## src/rtl/xerr_pkg.sv

```systemverilog
package xerr_pkg;
    localparam int REG_W   = 32;
    localparam int NFLAG   = 6;
    localparam int CTL_POS = 8;
    localparam int CLR_POS = 9;

    localparam int FLG_BM  = 0;
    localparam int FLG_ISE = 1;
    localparam int FLG_PAR = 2;
    localparam int FLG_DBL = 3;
    localparam int FLG_SBE = 4;
    localparam int FLG_WP  = 5;

    typedef enum logic {
        ACK_IDLE = 1'b0,
        ACK_FIRE = 1'b1
    } ack_state_t;
endpackage

```

## src/rtl/xerr_ecc_counter.sv

```systemverilog
module xerr_ecc_counter #(
    parameter int CNT_W = 8
) (
    input  logic             clk,
    input  logic             rst_n,
    input  logic             inc,
    input  logic             clr,
    output logic [CNT_W-1:0] cnt,
    output logic             sat
);
    localparam logic [CNT_W-1:0] CNT_MAX = {CNT_W{1'b1}};
    localparam logic [CNT_W-1:0] CNT_ONE = {{(CNT_W-1){1'b0}}, 1'b1};

    assign sat = (cnt == CNT_MAX);

    always_ff @(posedge clk) begin
        if (!rst_n) begin
            cnt <= '0;
        end else if (clr) begin
            cnt <= inc ? CNT_ONE : '0;
        end else if (inc && !sat) begin
            cnt <= cnt + CNT_ONE;
        end
    end
endmodule

```

## src/rtl/xerr_ack_fsm.sv

```systemverilog
module xerr_ack_fsm
    import xerr_pkg::*;
(
    input  logic clk,
    input  logic rst_n,
    input  logic qual,
    output logic ack
);
    ack_state_t state_q, state_d;

    always_ff @(posedge clk) begin
        if (!rst_n) state_q <= ACK_IDLE;
        else        state_q <= state_d;
    end

    always_comb begin
        state_d = state_q;
        unique case (state_q)
            ACK_IDLE: if (qual)  state_d = ACK_FIRE;
            ACK_FIRE: if (!qual) state_d = ACK_IDLE;
            default:             state_d = ACK_IDLE;
        endcase
    end

    always_comb begin
        ack = (state_q == ACK_FIRE);
    end
endmodule

```

## src/rtl/xerr_status_flags.sv

```systemverilog
module xerr_status_flags #(
    parameter int N = 6
) (
    input  logic         clk,
    input  logic         rst_n,
    input  logic [N-1:0] set,
    input  logic [N-1:0] clr,
    output logic [N-1:0] flags
);
    for (genvar i = 0; i < N; i++) begin : g_flag
        always_ff @(posedge clk) begin
            if (!rst_n)      flags[i] <= 1'b0;
            else if (set[i]) flags[i] <= 1'b1;
            else if (clr[i]) flags[i] <= 1'b0;
        end
    end
endmodule

```

## src/rtl/xfer_err_capture.sv

```systemverilog
module xfer_err_capture
    import xerr_pkg::*;
#(
    parameter int CNT_W = 8
) (
    input  logic        clk,
    input  logic        rst_n,
    input  logic        evt_bus_tmo,
    input  logic        evt_int_err,
    input  logic        evt_parity,
    input  logic        evt_ecc_dbl,
    input  logic        evt_ecc_sgl,
    input  logic        evt_wr_prot,
    input  logic        wr_en,
    input  logic [31:0] wr_data,
    output logic [31:0] rd_data,
    output logic        ack_req
);
    logic [CNT_W-1:0] cnt;
    logic             sat;
    logic             par_mask;
    logic [NFLAG-1:0] flag_set, flag_clr, flags;
    logic             qual;

    xerr_ecc_counter #(.CNT_W(CNT_W)) u_cnt (
        .clk(clk), .rst_n(rst_n), .inc(evt_ecc_sgl),
        .clr(wr_en && wr_data[CLR_POS]), .cnt(cnt), .sat(sat)
    );

    always_comb begin
        flag_set          = '0;
        flag_set[FLG_BM]  = evt_bus_tmo;
        flag_set[FLG_ISE] = evt_int_err;
        flag_set[FLG_PAR] = evt_parity;
        flag_set[FLG_DBL] = evt_ecc_dbl;
        flag_set[FLG_SBE] = evt_ecc_sgl && sat;
        flag_set[FLG_WP]  = evt_wr_prot;
        for (int i = 0; i < NFLAG; i++) begin
            flag_clr[i] = wr_en && wr_data[REG_W-1-i];
        end
    end

    xerr_status_flags #(.N(NFLAG)) u_flags (
        .clk(clk), .rst_n(rst_n), .set(flag_set), .clr(flag_clr), .flags(flags)
    );

    always_comb begin
        qual = evt_bus_tmo || evt_int_err || evt_ecc_dbl
            || (evt_parity && !par_mask)
            || (evt_ecc_sgl && sat);
    end

    xerr_ack_fsm u_ack (
        .clk(clk), .rst_n(rst_n), .qual(qual), .ack(ack_req)
    );

    always_ff @(posedge clk) begin
        if (!rst_n)     par_mask <= 1'b0;
        else if (wr_en) par_mask <= wr_data[CTL_POS];
    end

    always_comb begin
        rd_data            = '0;
        rd_data[CNT_W-1:0] = cnt;
        rd_data[CTL_POS]   = par_mask;
        for (int i = 0; i < NFLAG; i++) begin
            rd_data[REG_W-1-i] = flags[i];
        end
    end

    logic unused_wr_bits;
    assign unused_wr_bits = ^{wr_data[REG_W-NFLAG-1:CLR_POS+1], wr_data[CTL_POS-1:0]};
endmodule

```

## config.mk

```make
export PLATFORM = sky130hd
export DESIGN_NAME = xfer_err_capture
export DESIGN_NICKNAME = d
export VERILOG_FILES = /design/src/rtl/xerr_pkg.sv /design/src/rtl/xerr_ecc_counter.sv /design/src/rtl/xerr_ack_fsm.sv /design/src/rtl/xerr_status_flags.sv /design/src/rtl/xfer_err_capture.sv
export SDC_FILE = /design/constraint.sdc
export NUM_CORES = 1
export LEC_CHECK = 0
export CAP_MARGIN = 0
export CORE_ASPECT_RATIO = 1.1
export CORE_MARGIN = 8
export CORE_UTILIZATION = 34
export CTS_BUF_LIST = sky130_fd_sc_hd__clkbuf_4
export DETAILED_ROUTE_END_ITERATION = 8
export MAX_ROUTING_LAYER = met4
export PLACE_DENSITY = 0.85
export REMOVE_ABC_BUFFERS = 1
export SETUP_SLACK_MARGIN = 0.02
export SYNTH_ARGS = -nofsm -noshare
export SYNTH_HDL_FRONTEND = slang
export SYNTH_HIERARCHICAL = 1
export SYNTH_SLANG_ARGS = --single-unit
```

## constraint.sdc

```tcl
create_clock -name clk -period 1.3 [get_ports clk]
set_input_delay 0.195 -clock clk [delete_from_list [all_inputs] [get_ports clk]]
set_output_delay 0.195 -clock clk [all_outputs]
set_load 0.05 [all_outputs]
```

Yosys cells after proc, flatten, opt, wreduce, memory -nomap -nowiden
Index checks and enable logic that the tools add are counted.
Word-level totals
  output and inout bits: 33
  bits of input ports: 41
  bits in registers: 16
  word-level logic and storage cells: 50
Operators by class
  reduce and logical (&&, ||, !) cells: 23
  equal/unequal tests: 1
  add/subtract/negate cells: 1
  muxes and demuxes: 16
Operators by type and width (count)
  8-bit two-way mux: 2
  1-bit two-way mux: 14
  2-bit nonzero test: 7
  1-bit logical AND: 10
  8-bit by 1-bit adder with 8-bit output (second input constant): 1
  8-bit == test (second input constant): 1
  1-bit logical OR: 4
  1-bit zero test: 2

Longest topological paths before layout
Gate-level depths: netlist (run 1).
  depth in word-level cells: 5
  depth in mapped cells: 6
  mapped depth without buffers: 6

Cells and area by module
Netlist (run 1), hierarchy kept.
Modules (own cells, without submodules)
  xerr_ecc_counter: sequential area each 160.2 um2, cells each 51, instances 1, area each 444.2 um2
  xfer_err_capture: sequential area each 20.0 um2, cells each 33, instances 1, area each 252.7 um2
  xerr_status_flags: sequential area each 120.1 um2, cells each 18, instances 1, area each 247.7 um2
  xerr_ack_fsm: sequential area each 20.0 um2, cells each 2, instances 1, area each 26.3 um2

Worst setup path before layout (run 1)
Ideal clock, no wire load.
  path type: register to register
  start: register u_cnt.cnt[1]
  end: register u_cnt.cnt[3]
  buffers on the path: 0
  data required time: 1.214 ns
  library setup time: 0.086 ns
  slack: -0.352 ns
  clock period less this slack: 1.652 ns
  stages on the path, launching flop included: 5
  data arrival time: 1.567 ns
  path through: dfxtp_1 > ha_1 > and4_2 > a21oi_1 > a211oi_1
On the way
  longest elaborated chain between the ends: 4
  elaborated cells between the ends (all ways): 7
  classes of those cells: add/sub: 1; eq/ne: 1; mux: 2; reduce/logical: 3
RTL lines
  from (decl): line xerr_ecc_counter.sv:8  | output logic [CNT_W-1:0] cnt,
  from (signal assigned): line xerr_ecc_counter.sv:20  | cnt <= inc ? CNT_ONE : '0;
  from (signal assigned): line xerr_ecc_counter.sv:22  | cnt <= cnt + CNT_ONE;
  parallel branches: the longest is 4 deep, another holds 8-bit by 1-bit adder with 8-bit output
Parallel ways; which one is timed is not known. The select of a mux whose other input is x is not followed.
A chain may end at the register's enable or synchronous reset.

Worst setup path after layout (run 1)
  start: register u_cnt.cnt[0]
  end: register u_ack.state_q (netlist: u_ack/ack)
On the way
  longest elaborated chain between the ends: 4
RTL lines
  8-bit == test: line xerr_ecc_counter.sv:14  | assign sat = (cnt == CNT_MAX);
  via sat: line xfer_err_capture.sv:20  | logic sat;
  1-bit logical AND
  via flag_set[4]: line xfer_err_capture.sv:22  | logic [NFLAG-1:0] flag_set, flag_clr, flags;
  1-bit logical OR: line xfer_err_capture.sv:50  | || (evt_ecc_sgl && sat);
  via qual: line xfer_err_capture.sv:23  | logic qual;
  1-bit two-way mux: line xerr_ack_fsm.sv:19, xerr_ack_fsm.sv:20
  to (signal assigned): line xerr_ack_fsm.sv:13  | else state_q <= state_d;
  to (decl): line xerr_ack_fsm.sv:9  | ack_state_t state_q, state_d;
The timed path passes the listed nets, and every way through them passes these cells.

==> results.txt, run 1 <==
----------------------------------------------------
[Synth]
  Warnings, synthesis ... 6
  Post-synthesis instance area ... 971 µm²
  Area share of fa/ha/maj cells after synthesis ... under 10%
  Area fraction in and, or, nand and nor cells after synthesis ... 33.1%
  Post-Synth XOR/XNOR Area ... 0%
  Seq/Total Area, Yosys ... 33.0%
  Mux share of post-synthesis cell area ... 2.06%
  Synthesized-area fraction occupied by ao, oa, aoi and oai cells ... approximately 15%
  Dominant combinational cell family by area after synthesis ... simple AND/OR/NAND/NOR gates
  Number of flip-flops and latches in the synthesized netlist ... 16
  Post-synth cell types ... 32
  Synth Instances ... 104
  Syn avg cell area ... 9.34 µm²

[Layout]
  Fillers ... 248
  Final non-filler cell total ... 185
  Area of all placed cells without fillers ... 1570 µm²
  Nets ... ~200
  Leading cell types in the layout, fill and taps excluded ... 17 x conb_1, 16 x clkdlybuf4s50_1, 16 x buf_12
  Layout-stage area growth over the synthesis result ... 62.0%
  Commonest non-fill, non-tap cell in the layout ... conb_1
  Share of cells above drive strength 1 ... 37.5%
  Final antenna diode count ... 0

[Global routing]
  Number of global-route vias before repair ... 930
  First-pass GRT wire length ... 4.13 mm
  Antenna violations before repair ... 0
  Pin count of the biggest net entering global routing ... 10
  Grt ovf ... 0
  Tot GR Track Use ... 10.8%

[Floorplan]
  Horizontal die dimension ... roughly 67 µm
  Area of the die ... 4820 µm²
  I/O pin cnt ... 74
  Standard cell core area ... 2750 µm²
  Number of rows in the core area ... 20
  Initial core utilization ... 35.3%
  Die outline height ... 72.0 µm

[Clock tree]
  Max Root-Sink Buffers ... 2
  H-tree depth reported by CTS ... 1
  CTS Root Cell ... clkbuf_4
  TritonCTS clock tree ... yes
  Insertion delay to the later sink of the worst-skew pair ... 0.29 ns
  Post-CTS Hold Fix Bufs ... 0
  Register clock-pin slew on the reported worst setup and hold paths ... approximately 0.1 ns
  Number of buffers inserted during clock tree synthesis ... 3
  Total number of clock tree sinks ... 16

[Critical path]
  Crit end category ... flip-flop
  Kind of launch point of the worst setup path ... flip-flop
  Max Fanout on Critical Path ... 5
  Data arrival at the endpoint of the critical path ... 1.50 ns
  Type of the worst setup path ... flip-flop to flip-flop
  Worst Path Required ... 1.54 ns

[Power and ir drop]
  Power Density ... slightly below 800 nW/µm²
  Worst ir drop on vdd ... 0.000768 V
  Leakage ... 0.647 nW
  Power, Total ... 1.23 mW

[Outcome]
  Result of the run ... finished, final reports clean

[Place]
  Half-perimeter wire length after detailed placement ... 2.25 mm
  Routability congestion estimate ... around 0.92
  Cell Count Post-Placement ... around 180
  Total cell area at the placement stage ... about 1500 µm²
  Total of buffers placed on input and output ports ... 32

[Route]
  Via count normalized by instance count ... 4.95
  Detail-routed net length per standard cell ... 14.8 µm
  DRC violation total after the first TritonRoute iteration ... 43
  Iteration count of the initial detailed-routing pass ... 4
  Via count ... approximately 920
  Post-detailed-route DRC marker count ... 0
  Post-route ant nets ... 0
  Total wirelength of the detailed-routed design ... about 2.7 mm

[Flow run]
  Count of maximum capacitance violations ... 0

[STA]
  RSZ-0062 raised after global routing ... true
  Achievable Freq ... 0.794 GHz
  Hold Violations, Final ... 0
  Pins over their slew limit ... 0
  Total setup violations reported at the end of the flow ... 0
  Fin crit share ... 96.9%
  Clock Skews ... between 0.009 and 0.01 ns
  Post-Route Hold Slack ... 0.489 ns
  Time the worst path needs with I/O delays and setup ... 1.26 ns
  Sum Neg Setup Slack ... 0 ns

[Min path]
  Worst hold path type ... input pin to flip-flop

----------------------------------------------------
## path summary, 6_finish.rpt
kind | startpoint | endpoint | slack, ns | cells past startpoint
worst max-delay path | u_cnt/cnt[0]$_SDFFE_PN0P_ | u_ack/ack$_SDFF_PN0_ | 0.04 | 6
worst min-delay path | evt_wr_prot | u_flags/flags[5]$_SDFFE_PN0P_ | 0.49 | 2
worst min register to register | u_cnt/cnt[7]$_SDFFE_PN0P_ | u_cnt/cnt[4]$_SDFFE_PN0P_ | 0.57 | 2
worst max register to register | u_cnt/cnt[0]$_SDFFE_PN0P_ | u_ack/ack$_SDFF_PN0_ | 0.04 | 6
## worst max-delay path, stage by stage, from the launching register on
cell and delay [ns]:
dfxtp_2 0.37, ha_4 0.16, nand4_1 0.15, nor2_1 0.16, and2_4 0.16, nand3b_1 0.08
and2_1 0.12
## power breakdown
part           switching, mW  internal, mW
sequential            0.0201         0.510
clock                  0.168         0.112
combinational          0.244         0.172
total                  0.432         0.794
## layout make-up
| type | instances | area (µm²) | share of cell area (%) |
|---|---|---|---|
| Clock inverter | 1 | 3.75 | 0.239 |
| Timing Repair Buffer | 47 | 593 | 37.7 |
| Clock buffer | 3 | 22.5 | 1.43 |
| Inverter | 1 | 3.75 | 0.239 |
| Sequential cell | 16 | 324 | 20.6 |
| Tap cell | 33 | 41.3 | 2.63 |
| Multi-Input combinational cell | 84 | 584 | 37.2 |
## cell usage after synthesis
cell | number | area share (%)
nand3b_1 | 1 | 0.77
and4_1 | 1 | 0.90
nand2_1 | 3 | 1.2
conb_1 | 1 | 0.39
a21boi_2 | 1 | 1.2
dfxtp_1 | 16 | 33
and4_2 | 2 | 2.1
a41oi_1 | 1 | 0.90
nor2_1 | 1 | 0.39
and3_1 | 1 | 0.64
a21oi_1 | 5 | 2.6
o21ai_0 | 1 | 0.51
nor3_1 | 4 | 2.1
nor4_1 | 1 | 0.64
ha_1 | 1 | 1.3
o21a_1 | 6 | 4.6
inv_1 | 1 | 0.39
o31ai_1 | 1 | 0.77
mux2i_1 | 2 | 2.1
a211oi_1 | 3 | 2.3
nand4b_1 | 1 | 0.90
and3_4 | 1 | 1.2
nand4_1 | 2 | 1.3
o2111ai_1 | 1 | 0.90
and2_1 | 2 | 1.3
and2_2 | 7 | 5.4
nand2b_1 | 3 | 1.9
buf_4 | 19 | 15
nor2b_1 | 3 | 1.9
nand3_1 | 4 | 2.1
a31oi_1 | 2 | 1.3
nor2b_4 | 6 | 8.5
## routing by layer
metal  global-route usage [%]  routed length [µm]  vias to the layer above
met5                        -                   0                        -
met4                     1.16                   4                        0
met3                     3.54                 253                        2
met2                     19.5                1440                       53
met1                     11.5                1040                      428
li1                         -                   -                      433
## flip-flops by register name (all words and copies together), names as in the netlist
name / cells
u_flags/flags: 6
u_ack/ack: 1
u_cnt/cnt: 8
par_mask: 1
## kinds of logic after synthesis
kind of cell    count (synthesis)
simple gates                   43
compound gates                 21
buf+inv                        20
flops                          16
mux                             2
fa+ha+maj                       1
other cells                     1
## timing repair
action / CTS / global route
pin swaps: 1 / 4
resized for setup: 5 / 2
endpoints found under the setup margin: 6 / 5
buffers inserted: 0 / 2
## through the flow
step                worst slack [ns]  util, %
detailed placement            -0.221     54.8
CTS                           0.0219     56.5
global route                 -0.0358     57.1
finish                        0.0408     57.1
floorplan                     -0.353        -
global placement             -0.0979     54.8
(Power assumes the default switching activity.)
==> run 2: changes to the inputs <==
--- a/config.mk
+++ b/config.mk
@@ -8,11 +8,12 @@
 export CAP_MARGIN = 0
 export CORE_ASPECT_RATIO = 1.1
 export CORE_MARGIN = 8
-export CORE_UTILIZATION = 34
+export CORE_UTILIZATION = 37
 export CTS_BUF_LIST = sky130_fd_sc_hd__clkbuf_4
+export CTS_CLUSTER_SIZE = 8
 export DETAILED_ROUTE_END_ITERATION = 8
 export MAX_ROUTING_LAYER = met4
-export PLACE_DENSITY = 0.85
+export PLACE_DENSITY = 0.91
 export REMOVE_ABC_BUFFERS = 1
 export SETUP_SLACK_MARGIN = 0.02
 export SYNTH_ARGS = -nofsm -noshare
==> constraint.sdc (replaced) <==
create_clock -name clk -period 1.6 [get_ports clk]
set_input_delay 0.24 -clock clk [delete_from_list [all_inputs] [get_ports clk]]
set_output_delay 0.24 -clock clk [all_outputs]
set_load 0.05 [all_outputs]
==> results.txt, run 2 (same netlist as run 1, synthesis figures left out) <==
----------------------------------------------------
[Power and ir drop]
  Net Sw Frac ... 35.5% (+0.20 points)
  Power, Total ... 0.925 mW (-25%)
  Power Internal ... 0.597 mW (-25%)
  Combinational share of power ... 30.3% (-3.6 points)
  Clk network pwr share ... 23.8% (+1.0 points)
  Power Density ... 715 nW/µm² (-8.3%)
  Sw Pwr ... 0.328 mW (-24%)
  Leakage ... 0.537 nW (-17%)
  Part of the power in registers ... 45.9% (+2.7 points)
  Worst ir drop on vdd ... 0.000567 V (-26%)

[Critical path]
  Type of the worst setup path ... flip-flop to flip-flop
  Cell type of the slowest stage on the worst timing path ... dfxtp_1
  Kind of launch point of the worst setup path ... flip-flop
  Crit end category ... flip-flop
  Data arrival at the endpoint of the critical path ... 1.67 ns (+0.17 ns)
  Crit path largest cell delay ... 0.44 ns (+0.07 ns)
  Worst Path Required ... 1.80 ns (+0.26 ns)
  Crit path buf inv count ... 0 (unchanged)
  Top cell family by delay on the critical path ... flip-flops
  Series of cell instances along the critical path ... ha_1, and4_2, a21oi_1, a211oi_1
  Max Fanout on Critical Path ... 6 (+1)

[Clock tree]
  Max Root-Sink Buffers ... 2 (unchanged)
  H-tree depth reported by CTS ... 1 (unchanged)
  TritonCTS clock tree ... yes
  CTS Root Cell ... clkbuf_4
  Post-CTS Hold Fix Bufs ... 0 (unchanged)
  Total number of clock tree sinks ... 16 (unchanged)
  Insertion delay to the later sink of the worst-skew pair ... 0.29 ns (about the same)
  Post CTS Setup Buffer Count ... 0 (unchanged)
  Number of buffers inserted during clock tree synthesis ... 3 (unchanged)
  Register clock-pin slew on the reported worst setup and hold paths ... 0.10 ns (about the same)
  # resized after CTS ... 0 (-5)

[STA]
  Time the worst path needs with I/O delays and setup ... 1.48 ns (+0.217 ns)
  Total setup violations reported at the end of the flow ... 0 (unchanged)
  Achievable Freq ... 0.677 GHz (-15%)
  Final WS setup ... 0.123 ns (+0.0826 ns)
  Clock Skews ... 0.00715 ns (-0.00206 ns)
  Pins over their slew limit ... 0 (unchanged)
  Fin crit share ... 92.3% (-4.6 points)
  RSZ-0062 raised after global routing ... false
  Hold Violations, Final ... 0 (unchanged)
  Sum Neg Setup Slack ... 0 ns (unchanged)

[Layout]
  Share of cells above drive strength 1 ... 27.9% (-9.6 points)
  Largest register FFs ... 8 (unchanged)
  Layout-stage area growth over the synthesis result ... 33.2%
  Fillers ... 255 (+2.8%)
  Final antenna diode count ... 0 (unchanged)
  Area used by multi-input combinational logic ... 564 µm² (-3.4%)
  Commonest non-fill, non-tap cell in the layout ... conb_1
  Regs by FF count ... u_cnt/cnt (8), u_flags/flags (6)
  Leading cell types in the layout, fill and taps excluded ... 17 x conb_1, 16 x clkdlybuf4s50_1, 16 x dfxtp_1, 16 x buf_4, 7 x and2_2
  Nets ... 183 (-6.2%)
  Storage cell area ... 320 µm² (-1.2%)
  Post-route core utilization ... 51.8% (-5.3 points)
  Register name with the most flops ... u_cnt/cnt

[Global routing]
  Number of global-route vias before repair ... 890 (-4.3%)
  Pin count of the biggest net entering global routing ... 11 (+1)
  Tot GR Track Use ... 10.8% (-0.044 points)
  Grt ovf ... 0 (unchanged)
  Antenna violations before repair ... 0 (unchanged)
  First-pass GRT wire length ... 3.93 mm (-4.7%)

[Floorplan]
  Horizontal die dimension ... 64.8 µm (-3.2%)
  Initial core utilization ... 38.9% (+3.6 points)
  Area of the die ... 4520 µm² (-6.3%)
  Die outline height ... 69.7 µm (-3.2%)
  Standard cell core area ... 2500 µm² (-9.3%)
  Number of rows in the core area ... 19 (-5.0%)
  I/O pin cnt ... 74 (unchanged)

[Flow run]
  Count of maximum capacitance violations ... 0 (unchanged)

[Route]
  Post-route ant nets ... 0 (unchanged)
  Via count normalized by instance count ... 4.90 (-1.0%)
  Iteration count of the initial detailed-routing pass ... 5 (+1)
  Total wirelength of the detailed-routed design ... 2.34 mm (-15%)
  Via count ... 838 (-8.5%)
  Post-detailed-route DRC marker count ... 0 (unchanged)
  Detail-routed net length per standard cell ... 13.7 µm (-7.7%)
  DRC violation total after the first TritonRoute iteration ... 18 (-58%)

[Min path]
  Worst hold path type ... input pin to flip-flop

[Place]
  Routability congestion estimate ... 0.967 (+5.1%)
  DP Worst Slack ... 0.0497 ns (+0.271 ns)
  Half-perimeter wire length after detailed placement ... 1.98 mm (-12%)
  Total of buffers placed on input and output ports ... 32 (unchanged)

[Outcome]
  Result of the run ... finished, final reports clean

----------------------------------------------------
## run 2: layout make-up
type | instances | area share (%)
Multi-Input combinational cell | 84 | 43.6
Tap cell | 31 | 3.00
Clock inverter | 1 | 0.290
Clock buffer | 3 | 1.74
Sequential cell | 16 | 24.8
Inverter | 1 | 0.290
Timing Repair Buffer | 35 | 26.3
## run 2: routing by layer
metal,global-route usage [%],wire [µm]
met2,19.2,1230
met3,5.01,175
met5,-,0
met4,2.43,16
met1,10.2,917
## run 2: path summary, 6_finish.rpt
kind	slack, ns	depth (start not counted)	end	from
setup / recovery	0.12	4	u_cnt/cnt[3]$_SDFFE_PN0P_	u_cnt/cnt[1]$_SDFFE_PN0P_
hold / removal	0.54	2	u_flags/flags[5]$_SDFFE_PN0P_	evt_wr_prot
setup reg to reg	0.12	4	u_cnt/cnt[3]$_SDFFE_PN0P_	u_cnt/cnt[1]$_SDFFE_PN0P_
hold reg to reg	0.56	2	u_cnt/cnt[1]$_SDFFE_PN0P_	u_cnt/cnt[1]$_SDFFE_PN0P_
## run 2: power groups by stage
stage          sequential, mW  clock (mW)  combinational, mW
6_report                0.425       0.220              0.281
5_1_grt                 0.427       0.249              0.295
4_1_cts                 0.425       0.229              0.281
3_5_place_dp            0.434           0              0.281
3_3_place_gp            0.434           0              0.276
2_1_floorplan           0.487           0              0.140
## run 2: through the flow
stage / std cells / hold slack, ns / instance area (µm²)
floorplan: 101 / 0.357 / 888
global placement: 167 / 0.514 / 1270
detailed placement: 167 / 0.546 / 1270
CTS: 171 / 0.537 / 1290
global route: 171 / 0.544 / 1290
finish: 171 / 0.539 / 1290
==> run 3: changes to the inputs <==
--- a/config.mk
+++ b/config.mk
@@ -5,6 +5,7 @@
 export SDC_FILE = /design/constraint.sdc
 export NUM_CORES = 1
 export LEC_CHECK = 0
+export ABC_CLOCK_PERIOD_IN_PS = 1600
 export CAP_MARGIN = 0
 export CORE_ASPECT_RATIO = 1.1
 export CORE_MARGIN = 8
@@ -13,7 +14,7 @@
 export CTS_CLUSTER_SIZE = 8
 export DETAILED_ROUTE_END_ITERATION = 8
 export MAX_ROUTING_LAYER = met4
-export PLACE_DENSITY = 0.91
+export PLACE_DENSITY = 0.9
 export REMOVE_ABC_BUFFERS = 1
 export SETUP_SLACK_MARGIN = 0.02
 export SYNTH_ARGS = -nofsm -noshare
==> constraint.sdc (replaced) <==
create_clock -name clk -period 1.6 [get_ports clk]
set_input_delay 0.16 -clock clk [delete_from_list [all_inputs] [get_ports clk]]
set_output_delay 0.16 -clock clk [all_outputs]
set_load 0.05 [all_outputs]
==> results.txt, run 3 (same netlist as run 1, synthesis figures left out) <==
----------------------------------------------------
[Floorplan]
  I/O pin cnt ... 74 (unchanged)
  Initial core utilization ... 38.9% (unchanged)
  Number of rows in the core area ... 19 (unchanged)
  Die outline height ... 69.7 µm (unchanged)
  Horizontal die dimension ... 64.8 µm (unchanged)
  Area of the die ... 4520 µm² (unchanged)
  Standard cell core area ... 2500 µm² (unchanged)

[Clock tree]
  Number of buffers inserted during clock tree synthesis ... 3 (unchanged)
  Insertion delay to the later sink of the worst-skew pair ... 0.29 ns (about the same)
  Post CTS Setup Buffer Count ... 0 (unchanged)
  # resized after CTS ... 0 (unchanged)
  Max Root-Sink Buffers ... 2 (unchanged)
  Register clock-pin slew on the reported worst setup and hold paths ... 0.09 ns (about the same)
  CTS Root Cell ... clkbuf_4
  Post-CTS Hold Fix Bufs ... 0 (unchanged)
  H-tree depth reported by CTS ... 1 (unchanged)
  TritonCTS clock tree ... yes
  Total number of clock tree sinks ... 16 (unchanged)

[Global routing]
  First-pass GRT wire length ... 4.22 mm (+7.2%)
  Number of global-route vias before repair ... 938 (+5.4%)
  Grt ovf ... 0 (unchanged)
  Antenna violations before repair ... 0 (unchanged)
  Pin count of the biggest net entering global routing ... 11 (unchanged)
  Tot GR Track Use ... 11.5% (+0.77 points)

[STA]
  Achievable Freq ... 0.673 GHz (-0.69%)
  Hold Violations, Final ... 0 (unchanged)
  Clock Skews ... 0.00532 ns (-0.00183 ns)
  Time the worst path needs with I/O delays and setup ... 1.49 ns (+0.0103 ns)
  RSZ-0062 raised after global routing ... false
  Pins over their slew limit ... 0 (unchanged)
  Fin crit share ... 92.9% (+0.64 points)
  Total setup violations reported at the end of the flow ... 0 (unchanged)
  Sum Neg Setup Slack ... 0 ns (unchanged)

[Critical path]
  Type of the worst setup path ... flip-flop to flip-flop
  Data arrival at the endpoint of the critical path ... 1.68 ns (about the same)
  Worst Path Required ... 1.80 ns (about the same)
  Max Fanout on Critical Path ... 6 (unchanged)
  Kind of launch point of the worst setup path ... flip-flop
  Crit end category ... flip-flop

[Power and ir drop]
  Worst ir drop on vdd ... 0.000524 V (-7.6%)
  Combinational share of power ... 30.3% (about the same)
  Clk network pwr share ... 23.5% (-0.3 points)
  Part of the power in registers ... 46.1% (+0.2 points)
  Power, Total ... 0.924 mW (-0.20%)
  Power Internal ... 0.596 mW (-0.12%)
  Leakage ... 0.523 nW (-2.5%)
  Net Sw Frac ... 35.4% (-0.048 points)
  Sw Pwr ... 0.327 mW (-0.33%)
  Power Density ... 740 nW/µm² (+3.4%)

[Place]
  Total of buffers placed on input and output ports ... 32 (unchanged)
  Total cell area at the placement stage ... 1220 µm² (-3.6%)
  Half-perimeter wire length after detailed placement ... 1.91 mm (-3.7%)
  Cell Count Post-Placement ... 166 (-0.60%)
  Routability congestion estimate ... 0.871 (-9.9%)

[Route]
  Via count ... 845 (+0.84%)
  Post-detailed-route DRC marker count ... 0 (unchanged)
  Iteration count of the initial detailed-routing pass ... 4 (-1)
  Detail-routed net length per standard cell ... 14.5 µm (+6.0%)
  DRC violation total after the first TritonRoute iteration ... 8 (-10)
  Via count normalized by instance count ... 4.97 (+1.4%)
  Total wirelength of the detailed-routed design ... 2.46 mm (+5.3%)
  Post-route ant nets ... 0 (unchanged)

[Flow run]
  Count of maximum capacitance violations ... 0 (unchanged)

[Outcome]
  Result of the run ... finished, final reports clean

[Layout]
  Largest register FFs ... 8 (unchanged)
  Nets ... 182 (-0.55%)
  Share of cells above drive strength 1 ... 27.3% (-0.52 points)
  Regs by FF count ... u_cnt/cnt (8), u_flags/flags (6)
  Final non-filler cell total ... 170 (-0.58%)
  Register name with the most flops ... u_cnt/cnt
  Leading cell types in the layout, fill and taps excluded ... 18 x buf_4, 17 x conb_1, 16 x clkdlybuf4s50_1, 16 x dfxtp_1, 7 x and2_2
  Fillers ... 255 (unchanged)
  Area of all placed cells without fillers ... 1250 µm² (-3.5%)
  Layout-stage area growth over the synthesis result ... 28.6%
  Final antenna diode count ... 0 (unchanged)
  Commonest non-fill, non-tap cell in the layout ... buf_4

[Min path]
  Worst hold path type ... input pin to flip-flop

----------------------------------------------------
==> run 3: changes by cell type in the layout (fill, tap and decap cells not counted) <==
| cell | before | now |
|---|---|---|
| buf_12 | 3 | 0 |
| buf_4 | 16 | 18 |
==> run 3: power by group through the flow <==
stage	registers (mW)	logic [mW]	clock network, mW
floorplan	0.487	0.140	0
global placement	0.434	0.275	0
detailed placement	0.435	0.279	0
CTS	0.426	0.279	0.227
global route	0.428	0.296	0.244
finish	0.426	0.280	0.217
==> run 3: worst paths after layout <==
kind	from	to	slack [ns]	cells past startpoint
worst max register to register	u_cnt/cnt[1]$_SDFFE_PN0P_	u_cnt/cnt[0]$_SDFFE_PN0P_	0.11	4
worst max-delay path	u_cnt/cnt[1]$_SDFFE_PN0P_	u_cnt/cnt[0]$_SDFFE_PN0P_	0.11	4
worst min-delay path	evt_wr_prot	u_flags/flags[5]$_SDFFE_PN0P_	0.46	2
worst min register to register	u_cnt/cnt[1]$_SDFFE_PN0P_	u_cnt/cnt[1]$_SDFFE_PN0P_	0.56	2
==> run 3: worst max-delay path: stages, from the launching register on <==
cell and delay, ns:
dfxtp_1 0.44, ha_1 0.31, and4_2 0.32, a21boi_2 0.09, o31ai_1 0.24
==> run 3: layout make-up <==
class	count	area [µm²]	area share, %
clock inverters	1	3.75	0.301
multi-input cells	84	564	45.2
clock buffers	3	22.5	1.80
flip-flops and latches	16	320	25.7
repair buffers	34	295	23.6
inverters	1	3.75	0.301
well taps	31	38.8	3.11
==> run 3: stage by stage <==
step	util (%)	setup WS, ns	hold slack [ns]
6_report	50.0	0.113	0.461
5_1_grt	50.0	0.0441	0.482
4_1_cts	50.0	0.130	0.453
3_5_place_dp	49.0	0.127	0.532
3_3_place_gp	49.0	0.169	0.516
2_1_floorplan	-	-0.0528	0.277
==> run 3: metal layers <==
| layer | vias to the layer above | routed length (µm) | share of wire [%] | track usage, % |
|---|---|---|---|---|
| li1 | 404 | - | - | - |
| met1 | 388 | 953 | 39 | 11.7 |
| met2 | 48 | 1270 | 51 | 19.8 |
| met3 | 5 | 219 | 8.9 | 5.65 |
| met4 | 0 | 24 | 0.97 | 1.94 |
| met5 | - | 0 | 0 | - |
